===== config.mk =====
export PLATFORM = sky130hd
export DESIGN_NAME = vchar_line_repeater
export DESIGN_NICKNAME = d
export VERILOG_FILES = /design/src/rtl/vrep_pkg.sv /design/src/rtl/vrep_delay.sv /design/src/rtl/vrep_weight.sv /design/src/rtl/vrep_scan.sv /design/src/rtl/vchar_line_repeater.sv
export SDC_FILE = /design/constraint.sdc
export NUM_CORES = 1
export LEC_CHECK = 0
export BUFFER_PORTS_ARGS = -buffer_cell sky130_fd_sc_hd__buf_4
export CORE_UTILIZATION = 50
export CTS_CLUSTER_DIAMETER = 100
export DETAILED_ROUTE_END_ITERATION = 10
export GPL_ROUTABILITY_DRIVEN = 0
export GPL_TIMING_DRIVEN = 1
export HOLD_SLACK_MARGIN = 0.15
export PLACE_DENSITY = 0.78
export SYNTH_ARGS = -nofsm -noshare
export SYNTH_HDL_FRONTEND = slang
export SYNTH_SLANG_ARGS = --single-unit

===== constraint.sdc =====
create_clock -name clk -period 5.97 [get_ports clk]
set_clock_uncertainty 0.1 [all_clocks]
set_input_delay 0.8955 -clock clk [delete_from_list [all_inputs] [get_ports clk]]
set_output_delay 0.8955 -clock clk [all_outputs]
set_load 0.01 [all_outputs]

===== src/rtl/vrep_pkg.sv =====
// Shared constants and the font-line weight table for the vertical
// character line repeater. Assumes an 18-line character cell; the
// weight masks are defined for exactly that cell height.
package vrep_pkg;

    localparam int FONT_LINES = 18;
    localparam int LINE_W     = 5;
    localparam int REP_W      = 4;

    typedef enum logic [0:0] {
        SCAN_IDLE   = 1'b0,
        SCAN_ACTIVE = 1'b1
    } scan_state_t;

    // Returns which weights mark font line f for an extra copy.
    // Bit 0: weight 1, bit 1: weight 2, bit 2: weight 4, bit 3: weight 8,
    // bit 4: weight 16, bit 5: combined weight 17.
    function automatic logic [5:0] line_marks(input int f);
        logic [5:0] m;
        m[0] = (f == 8);
        m[1] = (f == 4) || (f == 12);
        m[2] = (f >= 2) && (f <= 14) && ((f % 4) == 2);
        m[3] = ((f % 2) == 1) && (f <= 15);
        m[4] = (f >= 1) && (f <= 16);
        m[5] = (f >= 0) && (f <= 16);
        return m;
    endfunction

endpackage


===== src/rtl/vrep_delay.sv =====
// Detects the rising edge of the vertical flyback level and counts line
// strobes until the programmed vertical delay (4*vdelay + 1 lines) has
// elapsed, then issues a single start pulse. Assumes vsync is already
// synchronous to clk and line_strobe is a one-cycle pulse.
module vrep_delay #(
    parameter int VD_W = 8,
    localparam int CNT_W = VD_W + 3
) (
    input  logic            clk,
    input  logic            rst_n,
    input  logic            vsync,
    input  logic            line_strobe,
    input  logic [VD_W-1:0] vdelay,
    output logic            restart,
    output logic            start
);

    logic             vsync_q;
    logic             armed_q;
    logic [CNT_W-1:0] cnt_q;
    logic [CNT_W-1:0] target;
    logic [CNT_W-1:0] cnt_next;

    assign restart  = vsync & ~vsync_q;
    assign target   = {1'b0, vdelay, 2'b00} + CNT_W'(1);
    assign cnt_next = cnt_q + CNT_W'(1);
    assign start    = armed_q & line_strobe & ~restart & (cnt_next == target);

    // Keep the previous vsync level for edge detection.
    always_ff @(posedge clk) begin
        if (!rst_n) vsync_q <= 1'b0;
        else        vsync_q <= vsync;
    end

    // Count strobes after an edge; disarm once the delay expires.
    always_ff @(posedge clk) begin
        if (!rst_n) begin
            armed_q <= 1'b0;
            cnt_q   <= '0;
        end else if (restart) begin
            armed_q <= 1'b1;
            cnt_q   <= '0;
        end else if (start) begin
            armed_q <= 1'b0;
            cnt_q   <= '0;
        end else if (armed_q && line_strobe) begin
            cnt_q   <= cnt_next;
        end
    end


    start_after_edge_chk: assert property (@(posedge clk) disable iff (!rst_n)
        restart |=> !start || (vdelay == '0));

endmodule


===== src/rtl/vrep_weight.sv =====
// Computes how many scan lines the current font line occupies, from the
// height code and the double-height flag. One count per font line is
// built in a generate loop from the fixed weight masks, then selected.
// Assumes height_code and dbl_height are stable while a frame is shown.
module vrep_weight
    import vrep_pkg::*;
(
    input  logic [6:0]        height_code,
    input  logic              dbl_height,
    input  logic [LINE_W-1:0] font_line,
    output logic [REP_W-1:0]  rep_total
);

    logic [2:0] base;
    logic       pair;
    logic [2:0] raw [FONT_LINES];
    logic [2:0] sel;

    // Whole-cell multiplier from the two upper code bits.
    always_comb begin
        unique case (height_code[6:5])
            2'b10:   base = 3'd2;
            2'b11:   base = 3'd3;
            default: base = 3'd1;
        endcase
    end

    assign pair = height_code[4] & height_code[0];

    for (genvar g = 0; g < FONT_LINES; g++) begin : g_line
        localparam logic [5:0] MK = line_marks(g);
        assign raw[g] = base
                      + 3'(MK[0] & height_code[0] & ~pair)
                      + 3'(MK[1] & height_code[1])
                      + 3'(MK[2] & height_code[2])
                      + 3'(MK[3] & height_code[3])
                      + 3'(pair ? MK[5] : (MK[4] & height_code[4]));
    end

    // Pick the count for the current line; out-of-range lines fall back to line 0.
    always_comb begin
        if (font_line < LINE_W'(FONT_LINES)) sel = raw[font_line];
        else                                 sel = raw[0];
    end

    assign rep_total = dbl_height ? {sel, 1'b0} : {1'b0, sel};

endmodule


===== src/rtl/vrep_scan.sv =====
// Walks the displayed part of a frame: repeat copies of one font line,
// font lines 0..17 of a row, then rows 0..NUM_ROWS-1. Goes idle after
// the last row until the next restart. Assumes start only follows restart.
module vrep_scan
    import vrep_pkg::*;
#(
    parameter int NUM_ROWS = 15,
    localparam int ROW_W = $clog2(NUM_ROWS)
) (
    input  logic              clk,
    input  logic              rst_n,
    input  logic              restart,
    input  logic              start,
    input  logic              line_strobe,
    input  logic [REP_W-1:0]  rep_total,
    output logic              disp_en,
    output logic [ROW_W-1:0]  row_idx,
    output logic [LINE_W-1:0] font_line
);

    scan_state_t       state_q;
    logic [REP_W-1:0]  rep_q;
    logic [ROW_W-1:0]  row_q;
    logic [LINE_W-1:0] line_q;
    logic              last_copy;
    logic              last_line;
    logic              last_row;

    assign last_copy = ({1'b0, rep_q} + (REP_W+1)'(1)) >= {1'b0, rep_total};
    assign last_line = (line_q == LINE_W'(FONT_LINES - 1));
    assign last_row  = (row_q == ROW_W'(NUM_ROWS - 1));

    // Advance copy, font line and row counters on each displayed strobe.
    always_ff @(posedge clk) begin
        if (!rst_n || restart) begin
            state_q <= SCAN_IDLE;
            rep_q   <= '0;
            line_q  <= '0;
            row_q   <= '0;
        end else if (start) begin
            state_q <= SCAN_ACTIVE;
            rep_q   <= '0;
            line_q  <= '0;
            row_q   <= '0;
        end else if (state_q == SCAN_ACTIVE && line_strobe) begin
            if (!last_copy) begin
                rep_q <= rep_q + REP_W'(1);
            end else begin
                rep_q <= '0;
                if (!last_line) begin
                    line_q <= line_q + LINE_W'(1);
                end else begin
                    line_q <= '0;
                    if (last_row) begin
                        row_q   <= '0;
                        state_q <= SCAN_IDLE;
                    end else begin
                        row_q <= row_q + ROW_W'(1);
                    end
                end
            end
        end
    end

    assign disp_en   = (state_q == SCAN_ACTIVE);
    assign row_idx   = row_q;
    assign font_line = line_q;


    line_range_chk: assert property (@(posedge clk) disable iff (!rst_n)
        disp_en |-> (font_line < LINE_W'(FONT_LINES)));


    row_range_chk: assert property (@(posedge clk) disable iff (!rst_n)
        disp_en |-> (row_idx < ROW_W'(NUM_ROWS)));


    first_line_chk: assert property (@(posedge clk) disable iff (!rst_n)
        $rose(disp_en) |-> (row_idx == '0 && font_line == '0));


    hold_chk: assert property (@(posedge clk) disable iff (!rst_n)
        (!line_strobe && !restart) |=> ($stable(disp_en) && $stable(row_idx) && $stable(font_line)));


    restart_blank_chk: assert property (@(posedge clk) disable iff (!rst_n)
        restart |=> !disp_en);


    copy_bound_chk: assert property (@(posedge clk) disable iff (!rst_n)
        disp_en |-> (rep_q < rep_total));

endmodule


===== src/rtl/vchar_line_repeater.sv =====
// Top of the vertical character line repeater: flyback edge and delay,
// per-line repeat count, and the row/font-line scan. Assumes line_strobe
// pulses once per horizontal line and vsync is synchronous to clk.
module vchar_line_repeater
    import vrep_pkg::*;
#(
    parameter int NUM_ROWS = 15,
    parameter int VD_W = 8,
    localparam int ROW_W = $clog2(NUM_ROWS)
) (
    input  logic              clk,
    input  logic              rst_n,
    input  logic              vsync,
    input  logic              line_strobe,
    input  logic [VD_W-1:0]   vdelay,
    input  logic [6:0]        height_code,
    input  logic              dbl_height,
    output logic              disp_en,
    output logic [ROW_W-1:0]  row_idx,
    output logic [LINE_W-1:0] font_line
);

    logic             restart;
    logic             start;
    logic [REP_W-1:0] rep_total;

    vrep_delay #(.VD_W(VD_W)) i_delay (
        .clk         (clk),
        .rst_n       (rst_n),
        .vsync       (vsync),
        .line_strobe (line_strobe),
        .vdelay      (vdelay),
        .restart     (restart),
        .start       (start)
    );

    vrep_weight i_weight (
        .height_code (height_code),
        .dbl_height  (dbl_height),
        .font_line   (font_line),
        .rep_total   (rep_total)
    );

    vrep_scan #(.NUM_ROWS(NUM_ROWS)) i_scan (
        .clk         (clk),
        .rst_n       (rst_n),
        .restart     (restart),
        .start       (start),
        .line_strobe (line_strobe),
        .rep_total   (rep_total),
        .disp_en     (disp_en),
        .row_idx     (row_idx),
        .font_line   (font_line)
    );

endmodule


; Word level (Yosys, flattened, before mapping)
; Index checks and enable logic that the tools add are counted.
[totals]
reg_bits = 27
inputBits = 20
[op_classes]
n_addsub = 16
order_cmp = 3
eq_ne = 5
muxes = 18
bitwise = 11
n_reduce_logical = 14
[ops]
columns = op, n
row1 = $add 3x3->3, 7
row2 = $bmux 3 s5, 1
row3 = $mux 4, 3
row4 = $add 10x1->11 const B, 1
row5 = $add 11x1->11 const B, 1
row6 = $eq 11x11->1, 1
row7 = $reduce_bool 2->1, 5
row8 = $add 3x1->3, 3
row9 = $mux 1, 9
row10 = $mux 3, 3
row11 = $add 4x1->4 const B, 2
row12 = $ge 6x6->1 const B, 1
row13 = $not 5->6, 1
row14 = $add 4x1->5 const B, 1
row15 = $add 5x1->5 const B, 1
row16 = $and 1x1->1, 5
row17 = $eq 5x5->1 const B, 1
row18 = $ge 5x4->1, 1
row19 = $lt 5x5->1 const B, 1
row20 = $mux 5, 1
row21 = $eq 2x2->1 const B, 2
row22 = $eq 4x4->1 const B, 1
row23 = $pmux 2 s2, 1
row24 = $reduce_and 4->1, 1
row25 = 10 further kinds, 13

; Depth between registers and ports, before layout
; Gate-level depths: netlist (run 1).
[logic_depth]
word_depth = 14
depth_mapped = 18

; By module
; A second synthesis (run 1) with hierarchy kept.
[unflattened]
hier_cells = 296
hier_area_um2 = 2396.0
[by_module_without_submodules]
columns = mod, n_inst, cells_each, area_each_um2
row1 = vrep_delay, 1, 124, 1067.3
row2 = vrep_scan, 1, 101, 833.3
row3 = vrep_weight, 1, 71, 495.5

; Least setup slack after synthesis (run 1)
; Ideal clock, no wire load.
[synth_path]
kind = in2reg
startpoint = input port height_code[6]
endpoint = register i_scan.line_q[2] (netlist: i_scan.font_line[2])
arrival_ns = 3.931
required_ns = 5.804
setup_slack_ns = 1.873
path_stages = 17
n_path_buf = 1
cell_sequence = nor2b_1 -> inv_1 -> ha_1 -> clkbuf_1 -> ha_1 -> mux2_2 -> mux2i_1 -> o21ai_0 -> o21ai_0 -> o21ai_0 -> mux2i_1 -> ha_1 -> a21o_1 -> a31oi_1 -> o21a_1 -> or4_1 -> a21oi_2
[synth_via]
elab_chain_cells = 11
[synth_rtl]
columns = item, line
row1 = "start, declared", vchar_line_repeater.sv:16  ; input logic [6:0] height_code,
row2 = $eq 2x2->1, vrep_weight.sv:21  ; unique case (height_code[6:5])
row3 = $pmux 2 s2 *, vrep_weight.sv:21
row4 = $add 3x1->3 (tied with other cells), vrep_weight.sv:36  ; + 3'(MK[3] & height_code[3])
row5 = $add 3x3->3, vrep_weight.sv:37  ; + 3'(pair ? MK[5] : (MK[4] & height_code[4]));
row6 = $bmux 3 s5, vrep_weight.sv:42  ; if (font_line < LINE_W'(FONT_LINES)) sel = raw[font_line];
row7 = $mux 3 (implied by the code) (2 in a row), vrep_weight.sv:42
row8 = $mux 3 *, vrep_weight.sv:42
row9 = $mux 4 *, vrep_weight.sv:46  ; assign rep_total = dbl_height ? {sel, 1'b0} : {1'b0, sel};
row10 = $ge 5x4->1 *, vrep_scan.sv:29  ; assign last_copy = ({1'b0, rep_q} + (REP_W+1)'(1)) >= {1'b0, rep_total};
row11 = $reduce_and 2->1 (no source line) *, --
row12 = "end signal, assigned", vrep_scan.sv:51  ; line_q <= line_q + LINE_W'(1);
row13 = "end, declared", vrep_scan.sv:24  ; logic [LINE_W-1:0] line_q;
; Every way passes the cells marked *; elsewhere a longest branch is shown, timed or not. The select of a mux whose other input is x is not followed.
; A chain may end at the register's enable or synchronous reset.

; Final worst setup path (run 1)
; Same ends and word-level chain as after synthesis.

==> results of run 1 <==
[state kept, by name, indices dropped and copies added, names as in the netlist]
register	count
i_scan.disp_en	1
i_delay.armed_q	1
i_delay.vsync_q	1
i_scan.rep_q	4
i_scan.font_line	5
i_scan.row_idx	4
i_delay.cnt_q	11
[cells in the final DEF, fill, tap and decap left out, types with 3 or more instances in the layout]
master,synthesis,final
nor2_1,25,25
buf_4,0,29
or3_1,4,4
nor2b_1,6,6
dfxtp_1,27,27
nand2b_1,4,4
mux2i_1,9,9
a21oi_1,7,7
clkbuf_8,0,3
nand2_1,20,20
nand3b_1,3,3
xnor2_1,16,16
o21a_1,3,3
nand3_1,16,16
and2_1,3,3
ha_1,18,18
nor3_1,8,8
o21ai_0,12,12
or2_2,3,3
xor2_1,8,8
a21oi_2,7,7
inv_1,16,16
a31oi_1,3,3
nor2_2,3,3
fa_1,3,3
[area by class of cell]
type | count | share of cell area (%)
Clock buffer | 3 | 1.71
Inverter | 16 | 2.49
Clock inverter | 1 | 0.312
Multi-Input combinational cell | 209 | 61.4
Timing Repair Buffer | 29 | 9.04
Tap cell | 50 | 2.60
Sequential cell | 27 | 22.4
[cell families (layout without fill, tap and decap cells)]
group	Yosys count	count (layout)	share of synthesized area, %
AND/OR/NAND/NOR	109	109	26.2
AO/OA/AOI/OAI	44	44	14.1
buffers and inverters	31	49	6.49
flip-flops	27	27	25.0
XOR/XNOR	24	24	9.73
adder cells (fa/ha/maj)	21	21	13.2
multiplexers	11	11	5.21
[synthesized netlist by cell type (all sizes together), types with 3 or more instances]
cell type  instances
nor3               8
mux2i              9
xnor2             16
nand3             16
nand2b             4
ha                18
xor2               8
fa                 3
or2                5
o21ai             13
buf                5
a31oi              3
inv               16
o21a               3
and2               3
or3                4
dfxtp             27
clkbuf            10
a21oi             14
nand3b             3
nor2              28
nand2             20
nor2b              6
[stage by stage]
step / instances / hold slack, ns / total power [mW] / utilization, %
2_1_floorplan: 267 / 0.358 / 0.223 / -
3_3_place_gp: 331 / 0.370 / 0.240 / 57.7
3_5_place_dp: 331 / 0.376 / 0.241 / 57.7
4_1_cts: 335 / 0.399 / 0.348 / 58.9
5_1_grt: 335 / 0.430 / 0.362 / 58.9
6_report: 335 / 0.399 / 0.345 / 58.9
[metal layers]
layer	up-vias	part of all wire, %	track usage [%]
met4	0	0.33	3.19
met3	2	4.1	4.22
met2	32	43	32.2
met5	-	0	0
met1	842	52	28.2
li1	950	-	-
[path summary, 6_finish.rpt]
| check | endpoint | cells past startpoint | startpoint |
|---|---|---|---|
| min | i_scan.rep_q[1] | 2 | i_scan.rep_q[1] |
| max reg2reg | i_scan.row_idx[3] | 13 | i_scan.font_line[2] |
| max | i_scan.font_line[2] | 17 | height_code[6] |
| min reg2reg | i_scan.rep_q[1] | 2 | i_scan.rep_q[1] |
[report_power, final]
group	internal [mW]	switching, mW	total [mW]
Combinational	0.0263	0.0288	0.0551
Sequential	0.181	0.000920	0.182
Clock	0.0475	0.0603	0.108
[worst max-delay path: stages]
cell	delay, ns
buf_4	0.13
nor2b_1	0.47
inv_1	0.18
ha_1	0.22
ha_1	0.29
mux2_2	0.14
mux2i_1	0.05
o21ai_0	0.16
o21ai_0	0.10
o21ai_0	0.22
mux2i_1	0.12
ha_1	0.30
a21o_1	0.11
a31oi_1	0.06
o21a_1	0.27
or4_1	0.55
a21oi_2	0.13
==> flow_metrics.tcl, run 1 <==
set metrics [dict create \
    core_area_um2 4090 \
    n_fill_cell 379 \
    timing.fmax_ghz 0.233 \
    cts_sinks 27 \
    fp.dieW_um 67.7 \
    vias 1826 \
    p_leak_nw 0.957 \
    hold_buffers 0 \
    synth_nets 308 \
    yosys.area.top_type "dfxtp_1" \
    post-place-ws_ns 1.41 \
    clkLatencyLatePin_ns 0.29 \
    setup_viol 0 \
    yosysSeqAreaShare_pct 25.0 \
    max_cap_viol_count 0 \
    synth_area_per_cell_um2 8.09 \
    crit_type "in2reg" \
    critPathLaunchType "primary input" \
    relSlewSlack_pct 55.1 \
    synth_cell_types 49 \
    grt-ovfl-total 0 \
    cts_buffers 3 \
    ant_nets 0 \
    drive_gt1_share_pct 18.6 \
    netlist_area_um2 2160 \
    fin_tns_setup_ns 0 \
    vias_per_cell 5.45 \
    wire_per_inst_um 12.7 \
    htreeDepth 1 \
    yosys-top-cells-area "dfxtp_1 (25%), ha_1 (10%), xnor2_1 (6.5%)" \
    worstHoldPathType "reg2reg" \
    ir_worst_vdd_v 0.0000964 \
    setup_ws_ns 1.68 \
    clock_path_buffers 2 \
    firstDrtPassIters 4 \
    rrSetupSlack_ns 2.81 \
    fp.dieH_um 67.7 \
    endpoint_kind "register" \
    seq_area_um2 541 \
    ctsResizeCount 0 \
    grtUsageTotal_pct 20.2 \
    worst_pin_slew_ns 0.672 \
    power_density_nw_per_um2 143 \
    synth_edf_count 0 \
    cp_data_arrival_time_ns 4.41 \
    synth_top_area_share_pct 25.0 \
    first_iter_violations 94 \
    place_hpwl_um 3260 \
    clkTransAtPathRegs_ns 0.10 \
    multiInputGateArea_um2 1480 \
    antenna_found_initial 0 \
    cp_data_required_time_ns 6.09 \
    tritoncts "done" \
    fin_nets 327 \
    netlist_instances 267 \
    dieArea_um2 4590 \
    root_buffer "clkbuf_8" \
    fin_area_um2 2410 \
    period_minus_slack_ns 4.29 \
    drc 0 \
    routed_wl_um 4260 \
    ys_warn_count 0 \
    n_antenna_cell 0 \
    area_delta_synth_final_pct 11.5 \
    rows 23 \
    drv_slew 0 \
    placed_cell_area_um2 2360 \
    first_global_vias 1684 \
    grt_max_degree 24 \
    ys_seq_elements 27 \
    start_util_pct 52.8 \
    rsz0062_at_grt "false" \
    ioPinCount 30 \
    hold_violations 0 \
    post-route-period-util_pct 71.8 \
    portBuffers 29 \
    synth_ff_type "dfxtp_1" \
    status "finished clean" \
    grt_first_pass_wirelength_um 7180 \
    post_cts_buffers 0 \
    synth-async-reset-ratio_pct 0 \
    path_max_fanout 8 \
]
(Power assumes the default switching activity.)
==> run 2: changes to the inputs <==
==> constraint.sdc (replaced) <==
create_clock -name clk -period 4.3 [get_ports clk]
set_clock_uncertainty 0.1 [all_clocks]
set_input_delay 0.645 -clock clk [delete_from_list [all_inputs] [get_ports clk]]
set_output_delay 0.645 -clock clk [all_outputs]
set_load 0.01 [all_outputs]
==> flow_metrics.tcl, run 2 (synthesis results as in run 1) <==
set metrics [dict create \
    status "finished clean" \
    rrSetupSlack_ns 1.18 \
    power_density_nw_per_um2 198 \
    dieArea_um2 4590 \
    fp.dieH_um 67.7 \
    relSlewSlack_pct 53.4 \
    grtUsageTotal_pct 20.3 \
    hp-start "i_scan.rep_q[1]" \
    firstDrtPassIters 6 \
    htreeDepth 1 \
    post_cts_buffers 0 \
    start_util_pct 52.8 \
    rows 23 \
    grt_max_degree 24 \
    clkLatencyLatePin_ns 0.28 \
    largest-register "i_delay.cnt_q" \
    cp_data_arrival_time_ns 3.72 \
    max_cap_viol_count 0 \
    fin_util_pct 59.1 \
    place_hpwl_um 3270 \
    hold_violations 0 \
    drv_slew 0 \
    core_area_um2 4090 \
    wire_per_inst_um 12.7 \
    timing.fmax_ghz 0.278 \
    portBuffers 29 \
    first_global_vias 1676 \
    endpoint_kind "register" \
    vias_per_cell 5.47 \
    whs_path_depth 2 \
    routed_wl_um 4260 \
    timing.rr.start "i_scan.font_line[2]" \
    antenna_found_initial 0 \
    critPathLaunchType "primary input" \
    min_to "i_scan.rep_q[1]" \
    clock_path_buffers 2 \
    final_common_cell "buf_4" \
    drc 0 \
    worstReg2RegEnd "i_scan.row_idx[3]" \
    period_minus_slack_ns 3.60 \
    grt_first_pass_wirelength_um 7180 \
    worst_pin_slew_ns 0.697 \
    p_leak_nw 0.962 \
    clkTransAtPathRegs_ns 0.10 \
    tritoncts "done" \
    area_delta_synth_final_pct 11.9 \
    root_buffer "clkbuf_8" \
    first_iter_violations 89 \
    ant_nets 0 \
    n_antenna_cell 0 \
    reg2regPathDepth 13 \
    hold_buffers 0 \
    final_cell_mix "buf_4 (30), dfxtp_1 (27), nor2_1 (25), nand2_1 (20), ha_1 (18)" \
    fin_nets 328 \
    worstHoldPathType "reg2reg" \
    grt-ovfl-total 0 \
    cts_sinks 27 \
    ctsResizeCount 0 \
    drive_gt1_share_pct 18.9 \
    fin_tns_setup_ns 0 \
    vias 1838 \
    setup_viol 0 \
    cts_buffers 3 \
    rsz0062_at_grt "false" \
    largest_register_ffs 11 \
    path_max_fanout 8 \
    post-route-period-util_pct 83.7 \
    ioPinCount 30 \
    fp.dieW_um 67.7 \
    cp_data_required_time_ns 4.42 \
    ir_worst_vdd_v 0.000162 \
    crit_type "in2reg" \
]
-- run 2: cell types whose count changed in the layout (fill, tap and decap cells not counted) --
| cell | before | now |
|---|---|---|
| buf_4 | 29 | 30 |
-- run 2: worst max path at each step --
| stage | end | startpoint | cells after the start | slack, ns |
|---|---|---|---|---|
| final | i_scan.font_line[2] | height_code[6] | 17 | 0.70 |
| after global routing | i_scan.font_line[3] | height_code[6] | 18 | 0.34 |
| after CTS | i_scan.font_line[2] | height_code[6] | 17 | 0.71 |
| after detailed placement | i_scan.row_idx[3] | height_code[6] | 18 | 0.41 |
| after global placement | i_scan.row_idx[3] | height_code[6] | 18 | 0.51 |
| after floorplan | i_scan.font_line[2] | height_code[6] | 17 | 0.45 |
-- run 2: worst max-delay path, cell delays in order --
cell     delay [ns]
buf_4          0.13
nor2b_1        0.18
inv_1          0.11
ha_1           0.20
ha_1           0.29
mux2_2         0.15
mux2i_1        0.05
o21ai_0        0.14
o21ai_0        0.09
o21ai_0        0.21
mux2i_1        0.11
ha_1           0.30
a21o_1         0.11
a31oi_1        0.06
o21a_1         0.26
or4_1          0.53
a21oi_2        0.12
-- run 2: metal layers --
metal  vias to the layer above  track usage (%)  wire length (um)  part of all wire [%]
met5                         -                0                 0                     0
met4                         0             2.13                14                  0.33
met3                         2             4.22               176                   4.1
met2                        33             34.4              1930                    45
met1                       855             27.1              2140                    50
li1                        948                -                 -                     -
-- run 2: metrics by stage --
| stage | power, mW | area [um2] | instances | setup WS [ns] | hold slack, ns |
|---|---|---|---|---|---|
| CTS | 0.485 | 2420 | 336 | 0.711 | 0.396 |
| global route | 0.502 | 2420 | 336 | 0.336 | 0.412 |
| finish | 0.479 | 2420 | 336 | 0.700 | 0.400 |
| floorplan | 0.310 | 2160 | 267 | 0.454 | 0.358 |
| global placement | 0.333 | 2370 | 332 | 0.514 | 0.370 |
| detailed placement | 0.336 | 2370 | 332 | 0.406 | 0.375 |
-- run 2: final cells by class --
cell class,count,area (um2)
fillers,362,1670
inverters,16,60.1
clock inverters,1,7.51
well taps,50,62.6
flip-flops and latches,27,541
repair buffers,30,225
multi-input cells,209,1480
clock buffers,3,41.3
-- run 2: where the power goes --
part | internal [mW] | switching [mW]
Sequential | 0.252 | 0.00141
Clock | 0.0659 | 0.0834
Combinational | 0.0370 | 0.0399
